File: src/rtl/acc_pkg.sv
package acc_pkg;

   localparam int OPC_W = 4;
   localparam int SEL_W = 4;

   // bus source indices, in the order the enable vector is built
   localparam int SRC_PC  = 0;
   localparam int SRC_ROM = 1;
   localparam int SRC_IR  = 2;
   localparam int SRC_ACC = 3;
   localparam int SRC_ALU = 4;
   localparam int N_SRC   = 5;

   typedef enum logic [2:0] {
      BT_1    = 3'd0,
      BT_2    = 3'd1,
      BT_3    = 3'd2,
      BT_4    = 3'd3,
      BT_5    = 3'd4,
      BT_6    = 3'd5,
      BT_HALT = 3'd6
   } beat_e;

   localparam logic [OPC_W-1:0] OP_LDA = 4'h0;
   localparam logic [OPC_W-1:0] OP_ADD = 4'h1;
   localparam logic [OPC_W-1:0] OP_SUB = 4'h2;
   localparam logic [OPC_W-1:0] OP_JMP = 4'h3;
   localparam logic [OPC_W-1:0] OP_OUT = 4'hE;
   localparam logic [OPC_W-1:0] OP_HLT = 4'hF;

   localparam logic [SEL_W-1:0] SEL_PASS = 4'h0;
   localparam logic [SEL_W-1:0] SEL_ADD  = 4'h1;
   localparam logic [SEL_W-1:0] SEL_SUB  = 4'h2;

   typedef struct packed {
      logic             drv_pc;
      logic             drv_rom;
      logic             drv_opnd;
      logic             drv_acc;
      logic             drv_alu;
      logic             ld_mar;
      logic             ld_ir;
      logic             ld_acc;
      logic             ld_opb;
      logic             ld_out;
      logic             ld_pc;
      logic             pc_step;
      logic [SEL_W-1:0] alu_sel;
   } ctrl_word_t;

endpackage

File: src/rtl/acc_pc.sv
module acc_pc #(
   parameter int ADDR_W = 4
) (
   input  logic              clk,
   input  logic              rst_n,
   input  logic              step,
   input  logic              load,
   input  logic [ADDR_W-1:0] load_val,
   output logic [ADDR_W-1:0] count
);

   if (ADDR_W < 1) begin : g_bad_w
      $error("acc_pc: ADDR_W must be at least 1");
   end

   always_ff @(posedge clk or negedge rst_n) begin
      if (!rst_n)
         count <= '0;
      else if (load)
         count <= load_val;
      else if (step)
         count <= count + 1'b1;
   end

endmodule

File: src/rtl/acc_rom.sv
module acc_rom #(
   parameter int DATA_W = 8,
   parameter int ADDR_W = 4,
   localparam int DEPTH = 1 << ADDR_W,
   parameter logic [DATA_W-1:0] IMAGE [DEPTH] = '{default: '0}
) (
   input  logic [ADDR_W-1:0] rd_addr,
   output logic [DATA_W-1:0] rd_data
);

   assign rd_data = IMAGE[rd_addr];

endmodule

File: src/rtl/acc_alu.sv
module acc_alu
   import acc_pkg::*;
#(
   parameter int DATA_W = 8,
   parameter int STYLE  = 0   // 0: separate add and subtract, 1: one shared adder
) (
   input  logic [DATA_W-1:0] opa,
   input  logic [DATA_W-1:0] opb,
   input  logic [SEL_W-1:0]  sel,
   output logic [DATA_W-1:0] res
);

   if (STYLE == 0) begin : g_split
      always_comb begin
         unique case (sel)
            SEL_ADD: res = opa + opb;
            SEL_SUB: res = opa - opb;
            default: res = opa;
         endcase
      end
   end else begin : g_shared
      logic                 inv;
      logic [DATA_W-1:0]    opb_x;
      logic [DATA_W-1:0]    sum;
      assign inv   = (sel == SEL_SUB);
      assign opb_x = opb ^ {DATA_W{inv}};
      assign sum   = opa + opb_x + {{(DATA_W-1){1'b0}}, inv};
      assign res   = (sel == SEL_ADD || sel == SEL_SUB) ? sum : opa;
   end

endmodule

File: src/rtl/acc_ctrl.sv
module acc_ctrl
   import acc_pkg::*;
(
   input  logic             clk,
   input  logic             rst_n,
   input  logic [OPC_W-1:0] opcode,
   output beat_e            beat,
   output ctrl_word_t       cw,
   output logic             halted
);

   beat_e beat_nx;

   always_comb begin
      unique case (beat)
         BT_1:    beat_nx = BT_2;
         BT_2:    beat_nx = BT_3;
         BT_3:    beat_nx = BT_4;
         BT_4:    beat_nx = (opcode == OP_HLT) ? BT_HALT : BT_5;
         BT_5:    beat_nx = BT_6;
         BT_6:    beat_nx = BT_1;
         BT_HALT: beat_nx = BT_HALT;
         default: beat_nx = BT_1;
      endcase
   end

   always_ff @(posedge clk or negedge rst_n) begin
      if (!rst_n)
         beat <= BT_1;
      else
         beat <= beat_nx;
   end

   always_comb begin
      cw = '0;
      cw.alu_sel = SEL_PASS;
      unique case (beat)
         BT_1: begin
            cw.drv_pc = 1'b1;
            cw.ld_mar = 1'b1;
         end
         BT_2: begin
            cw.drv_rom = 1'b1;
            cw.ld_ir   = 1'b1;
         end
         BT_3: cw.pc_step = 1'b1;
         BT_4: begin
            unique case (opcode)
               OP_LDA, OP_ADD, OP_SUB: begin
                  cw.drv_opnd = 1'b1;
                  cw.ld_mar   = 1'b1;
               end
               OP_OUT: begin
                  cw.drv_acc = 1'b1;
                  cw.ld_out  = 1'b1;
               end
               OP_JMP: begin
                  cw.drv_opnd = 1'b1;
                  cw.ld_pc    = 1'b1;
               end
               default: ;
            endcase
         end
         BT_5: begin
            unique case (opcode)
               OP_LDA: begin
                  cw.drv_rom = 1'b1;
                  cw.ld_acc  = 1'b1;
               end
               OP_ADD, OP_SUB: begin
                  cw.drv_rom = 1'b1;
                  cw.ld_opb  = 1'b1;
               end
               default: ;
            endcase
         end
         BT_6: begin
            unique case (opcode)
               OP_ADD: begin
                  cw.drv_alu = 1'b1;
                  cw.ld_acc  = 1'b1;
                  cw.alu_sel = SEL_ADD;
               end
               OP_SUB: begin
                  cw.drv_alu = 1'b1;
                  cw.ld_acc  = 1'b1;
                  cw.alu_sel = SEL_SUB;
               end
               default: ;
            endcase
         end
         default: ;
      endcase
   end

   assign halted = (beat == BT_HALT);

endmodule

File: src/rtl/acc_micro_core.sv
module acc_micro_core
   import acc_pkg::*;
#(
   parameter int DATA_W    = 8,
   parameter int ADDR_W    = 4,
   parameter int ALU_STYLE = 0,
   parameter logic [DATA_W-1:0] ROM_IMAGE [1 << ADDR_W] = '{
      8'h09, 8'h1A, 8'h2B, 8'hE0, 8'hF0, 8'h00, 8'h00, 8'h00,
      8'h00, 8'h05, 8'h07, 8'h0F, 8'h00, 8'h00, 8'h00, 8'h00}
) (
   input  logic              clk,
   input  logic              rst_n,
   input  logic              out_clr,
   output logic [DATA_W-1:0] out_value,
   output logic [ADDR_W-1:0] cur_addr
);

   localparam int PAD_W = DATA_W - ADDR_W;

   if (DATA_W != OPC_W + ADDR_W) begin : g_bad_split
      $error("acc_micro_core: DATA_W must equal opcode width plus ADDR_W");
   end
   if (ALU_STYLE != 0 && ALU_STYLE != 1) begin : g_bad_alu
      $error("acc_micro_core: ALU_STYLE must be 0 or 1");
   end

   ctrl_word_t        cw;
   beat_e             beat;
   logic              halted;
   logic [DATA_W-1:0] bus;
   logic [ADDR_W-1:0] pc;
   logic [ADDR_W-1:0] mar;
   logic [DATA_W-1:0] ir;
   logic [DATA_W-1:0] acc;
   logic [DATA_W-1:0] opb;
   logic [DATA_W-1:0] out_r;
   logic [DATA_W-1:0] rom_q;
   logic [DATA_W-1:0] alu_q;
   logic [DATA_W-1:0] src [N_SRC];
   logic [N_SRC-1:0]  en;

   acc_ctrl u_ctrl (
      .clk    (clk),
      .rst_n  (rst_n),
      .opcode (ir[DATA_W-1 -: OPC_W]),
      .beat   (beat),
      .cw     (cw),
      .halted (halted)
   );

   acc_pc #(.ADDR_W(ADDR_W)) u_pc (
      .clk      (clk),
      .rst_n    (rst_n),
      .step     (cw.pc_step),
      .load     (cw.ld_pc),
      .load_val (bus[ADDR_W-1:0]),
      .count    (pc)
   );

   acc_rom #(.DATA_W(DATA_W), .ADDR_W(ADDR_W), .IMAGE(ROM_IMAGE)) u_rom (
      .rd_addr (mar),
      .rd_data (rom_q)
   );

   acc_alu #(.DATA_W(DATA_W), .STYLE(ALU_STYLE)) u_alu (
      .opa (acc),
      .opb (opb),
      .sel (cw.alu_sel),
      .res (alu_q)
   );

   // bus sources and their strobes, indexed by the package source order
   assign src[SRC_PC]  = {{PAD_W{1'b0}}, pc};
   assign src[SRC_ROM] = rom_q;
   assign src[SRC_IR]  = {{PAD_W{1'b0}}, ir[ADDR_W-1:0]};
   assign src[SRC_ACC] = acc;
   assign src[SRC_ALU] = alu_q;

   assign en[SRC_PC]  = cw.drv_pc;
   assign en[SRC_ROM] = cw.drv_rom;
   assign en[SRC_IR]  = cw.drv_opnd;
   assign en[SRC_ACC] = cw.drv_acc;
   assign en[SRC_ALU] = cw.drv_alu;

   // priority-free shared bus: masked sources merged by OR
   always_comb begin
      bus = '0;
      for (int i = 0; i < N_SRC; i++)
         bus = bus | (src[i] & {DATA_W{en[i]}});
   end

   always_ff @(posedge clk or negedge rst_n) begin
      if (!rst_n) begin
         mar <= '0;
         ir  <= '0;
         acc <= '0;
         opb <= '0;
      end else begin
         if (cw.ld_mar) mar <= bus[ADDR_W-1:0];
         if (cw.ld_ir)  ir  <= bus;
         if (cw.ld_acc) acc <= bus;
         if (cw.ld_opb) opb <= bus;
      end
   end

   always_ff @(posedge clk or negedge rst_n) begin
      if (!rst_n)
         out_r <= '0;
      else if (out_clr)
         out_r <= '0;
      else if (cw.ld_out)
         out_r <= bus;
   end

   assign out_value = out_r;
   assign cur_addr  = pc;

endmodule

File: config.mk
export PLATFORM = sky130hd
export DESIGN_NAME = acc_micro_core
export DESIGN_NICKNAME = d
export VERILOG_FILES = /design/src/rtl/acc_pkg.sv /design/src/rtl/acc_pc.sv /design/src/rtl/acc_rom.sv /design/src/rtl/acc_alu.sv /design/src/rtl/acc_ctrl.sv /design/src/rtl/acc_micro_core.sv
export SDC_FILE = /design/constraint.sdc
export NUM_CORES = 1
export LEC_CHECK = 0
export ABC_AREA = 0
export BUFFER_PORTS_ARGS = -buffer_cell sky130_fd_sc_hd__buf_2
export CAP_MARGIN = 20
export CORE_MARGIN = 2
export CORE_UTILIZATION = 50
export CTS_CLUSTER_SIZE = 20
export DETAILED_ROUTE_END_ITERATION = 8
export GPL_ROUTABILITY_DRIVEN = 0
export PLACE_DENSITY = 0.7
export SLEW_MARGIN = 20
export SYNTH_ARGS = -nofsm -noshare
export SYNTH_HDL_FRONTEND = slang
export SYNTH_HIERARCHICAL = 1
export SYNTH_SLANG_ARGS = --single-unit
File: constraint.sdc
create_clock -name clk -period 3.65 [get_ports clk]
set_input_delay 0.1825 -clock clk [delete_from_list [all_inputs] [get_ports clk]]
set_output_delay 0.1825 -clock clk [all_outputs]
set_load 0.005 [all_outputs]
# After elaboration in Yosys (flattened, before gate mapping)
# Memories as Yosys holds them, arrays and structs flattened.
# Index checks and enable logic that the tools add are counted.
[totals]
word_cells = 69
ff_bits = 43
romBits = 128
mem_count = 1
out_inout_bits = 12
inputBits = 3
[classes]
bitwise = 10
magnitude_cmp = 1
addsub = 3
mux = 27
n_reduce_logical = 7
eq_ne = 13
[mem_list]
columns = ["name", "depth", "word_bits", "rd", "rd_clocked_by_memory_dff", "wr", "line_no", "rtl"]
rows = [
  ["(name not given)", 16, 8, 1, 0, 0, "acc_rom.sv:11", "assign rd_data = IMAGE[rd_addr];"],
]
[ops]
columns = ["op", "count"]
rows = [
  ["$mux W8", 4],
  ["$or A8 B8 Y8", 4],
  ["$and A8 B8 Y8", 3],
  ["$pmux W3 S6", 1],
  ["$and A4 B8 Y8", 2],
  ["$pmux W8 S2", 1],
  ["$eq A4 B2 Y1 const B", 3],
  ["$mux W4", 3],
  ["$mux W1", 11],
  ["$eq A3 B3 Y1 const B", 3],
  ["$add A8 B8 Y8", 1],
  ["$eq A4 B1 Y1 const B", 2],
  ["$eq A4 B4 Y1 const B", 2],
  ["$sub A8 B8 Y8", 1],
  ["$eq A3 B2 Y1 const B", 2],
  ["$mux W2", 3],
  ["$pmux W1 S2", 3],
  ["$ge A5 B5 Y1 const B", 1],
  ["$not A4 Y5", 1],
  ["$add A4 B1 Y4 const B", 1],
  ["$logic_not A4 Y1", 1],
  ["$pmux W2 S2", 1],
  ["$reduce_bool A2 Y1", 2],
  ["$reduce_or A4 Y1", 1],
  ["4 further kinds", 4],
]

# Logic depth before layout (Yosys ltp)
[depth]
word_depth = 11
mapped_depth = 15
mapped_depth_nobuf = 14

# Modules after synthesis
# The synthesis kept the hierarchy.
[by_module_without_submodules]
columns = ["mod", "seq_area_each_um2", "instances", "area_each_um2", "cells_per_inst"]
rows = [
  ["acc_micro_core", 900.9, 1, 1443.9, 137],
  ["acc_alu", 0.0, 1, 525.5, 71],
  ["acc_ctrl", 75.1, 1, 340.3, 41],
  ["acc_pc", 100.1, 1, 202.7, 18],
  ["acc_rom", 0.0, 1, 180.2, 24],
]

# Worst setup path before layout
# No wires, ideal clock.
[synth_path]
path_kind = "reg-to-reg"
start = "register u_ctrl.beat[1]"
end = "register out_r[6], in the netlist out_value[6]"
path_buffers = 1
slack_ns = -0.204
stages_incl_launch_ff = 15
t_arrival_ns = 3.708
setup_ns = 0.146
period_less_slack_ns = 3.854
required_ns = 3.504
cell_sequence = "dfrtp_1 > buf_6 > or4b_4 > nor3_1 > nor4b_4 > mux2i_1 > fa_1 > a21o_1 > a21oi_1 > o21bai_1 > a21oi_1 > xor2_1 > o21ai_1 > a222oi_1 > a211oi_1"
[synth_rtl]
columns = ["item", "line_no", "rtl"]
rows = [
  ["from (decl)", "acc_ctrl.sv:7", "output beat_e beat,"],
  ["from (signal assigned)", "acc_ctrl.sv:31", "beat <= beat_nx;"],
  ["to (signal assigned)", "acc_micro_core.sv:112", "out_r <= bus;"],
  ["to (decl)", "acc_micro_core.sv:36", "logic [DATA_W-1:0] out_r;"],
]

==> reports/results.ini <==
[cts]
cts.clk_slew.worst_paths_ps = 90
insertion_delay_ps = 300
cts_root_buf = clkbuf_8
clock_path_buffers = 2
clkSinkCount = 43
cts_made_buffers = 5
ctsHtreeMaxLevel = 2
cts_tree = yes

[timing]
max-slew-margin-rel = 0.469
rsz0062_at_grt = yes
maxSlewViolCount = 0
setup_ws_ps = -31.6
period_minus_slack_ps = 3680
fmax_ghz = 0.272
setup_tns_ps = -119
fin_skew_ps = 14.2
hold_viol = 0
tightestPinTransition_ps = 794
period_share = 1.01
setup_violations = 6

[global_routing]
gr-usage-all-layers = 0.235
first_global_vias = 2238
antenna_found_initial = 0
grt_overflow = 0
grt_pass1_wl_um = 11200
grt_max_degree = 44

[hold_path]
hold_class = in -> reg
worstHoldStart = out_clr
whs_path_depth = 2
worst_hold_path.endpoint = out_value[7]

[power]
leakagePower_nw = 1.41
p_comb_frac = 0.016
p_seq_frac = 0.550
p_int_w = 0.000682
vdd_drop_max_v = 0.000219
p_sw_w = 0.000183
clkPwrFrac = 0.434
sw_frac_of_total = 0.212
power_density_nw_per_um2 = 271

[floorplan]
chipHeight_um = 77.3
dieWidth_um = 77.3
initial_core_util = 0.522
core-area_sq_um = 5140
rows = 26
die_area_sq_um = 5970
io_pins = 15

[layout]
nFillCells = 456
nNetsFinal = 345
drive_gt1_frac = 0.268
antenna_cells = 0
finish.utilization = 0.621
area_delta_synth_final_pct = 18.9

[place]
pre_cts_slack_ps = -8.07
io_buffers = 14
dp_hpwl_um = 4620

[synthesis]
syn_inst = 290
yosysWarnings = 6
syn_area_sq_um = 2690
postSynthAreaPerCell_sq_um = 9.26

[worst_setup_path]
timing_worst_setup_path_type = reg -> reg
crit_arrival_ps = 3860
crit_path_end_kind = register
r2r-start = ir[7]
required_ps = 3820
rr_endpoint = out_value[7]
crit_path_start_kind = register
r2r_slack_ps = -30
reg2regPathDepth = 16
cp_max_fo = 4

[drt]
dr.first_iter.drc_count = 127
vias_per_cell = 5.81
vias = 2312
drc = 0
dr.pass1.iters = 5
wl_per_cell_um = 16.6
routed_wl_um = 6590
ant_nets = 0

[outcome]
status = complete, but fails checks
violations = negative setup slack

[flow_run]
drv_cap = 0

flip-flops by register name, summed over array words and instances, names as in the netlist:
| register | count |
|---|---|
| acc | 8 |
| ir | 8 |
| opb | 8 |
| out_value | 8 |
| mar | 4 |
| u_pc/count | 4 |
| u_ctrl/beat | 3 |
how the worst max path moves through the flow:
stage / startpoint / cells past startpoint / endpoint / slack (ps)
detailed placement: ir[7] / 15 / out_value[6] / -8
global placement: ir[7] / 15 / out_value[6] / 60
CTS: u_ctrl/beat[1] / 15 / out_value[6] / 10
finish: ir[7] / 16 / out_value[7] / -30
global route: u_ctrl/beat[1] / 15 / acc[6] / -230
floorplan: u_ctrl/beat[1] / 15 / out_value[6] / 30
placed cells by master, fill, tap and decap left out, drive strengths merged, types with 3 or more instances in the layout:
| master | n |
|---|---|
| buf | 51 |
| dfrtp | 43 |
| nor2 | 42 |
| a21oi | 24 |
| nand2 | 19 |
| a31oi | 18 |
| ha | 14 |
| xnor2 | 13 |
| o21ai | 10 |
| inv | 9 |
| nor3 | 9 |
| a222oi | 8 |
| a211oi | 6 |
| clkbuf | 5 |
| xor2 | 5 |
| a22oi | 4 |
| a311oi | 4 |
| nand2b | 4 |
| mux2i | 3 |
| a21o | 3 |
| o21bai | 3 |
repair_timing:
action / 4_1_cts / 5_1_grt
hold buffers: 0 / 1
pin swaps: 4 / 14
gates resized for setup: 0 / 12
hold endpoints to repair: 0 / 43
buffers inserted: 5 / 6
endpoints found under the setup margin: 4 / 15
per-stage QoR:
| step | area, sq um | hold WS, ps | power [W] | instances |
|---|---|---|---|---|
| final | 3190 | 152 | 0.000865 | 398 |
| after global routing | 3190 | 163 | 0.000895 | 398 |
| after CTS | 3080 | 65.3 | 0.000873 | 391 |
| after detailed placement | 2930 | 396 | 0.000499 | 378 |
| after global placement | 2930 | 394 | 0.000499 | 378 |
| after floorplan | 2710 | -113 | 0.000489 | 291 |
worst max-delay path, stage by stage, from the launching register on:
cell	delay, ps
dfrtp_1	410
or4b_4	560
nor3_4	150
nor4b_4	320
buf_4	210
nor2_1	60
xnor2_1	180
ha_1	300
buf_4	160
and4_1	200
a21oi_2	150
xnor2_1	120
nor2_1	70
xor2_1	160
a222oi_1	240
buf_4	210
a211oi_2	60
layout make-up:
type	count	area, sq um	area share
multi-input cells	216	1520	0.477
flip-flops and latches	43	1080	0.337
repair buffers	52	360	0.113
well taps	70	87.6	0.0274
clock buffers	5	68.8	0.0216
clock inverters	3	43.8	0.0137
inverters	9	33.8	0.0106
layer usage:
layer,part of all wire,routed length [um],GRT usage
met1,0.45,2970,0.327
met4,0.011,72,0.0625
met5,0,0,0
met3,0.052,344,0.0471
met2,0.49,3200,0.375
power by group through the flow:
stage	clock network (W)	logic, W	registers [W]
floorplan	0	0.00000392	0.000486
global placement	0	0.0000132	0.000485
detailed placement	0	0.0000132	0.000485
CTS	0.000384	0.0000131	0.000476
global route	0.000402	0.0000166	0.000476
finish	0.000375	0.0000137	0.000476
Note: power is estimated with default switching activity, not from simulation.
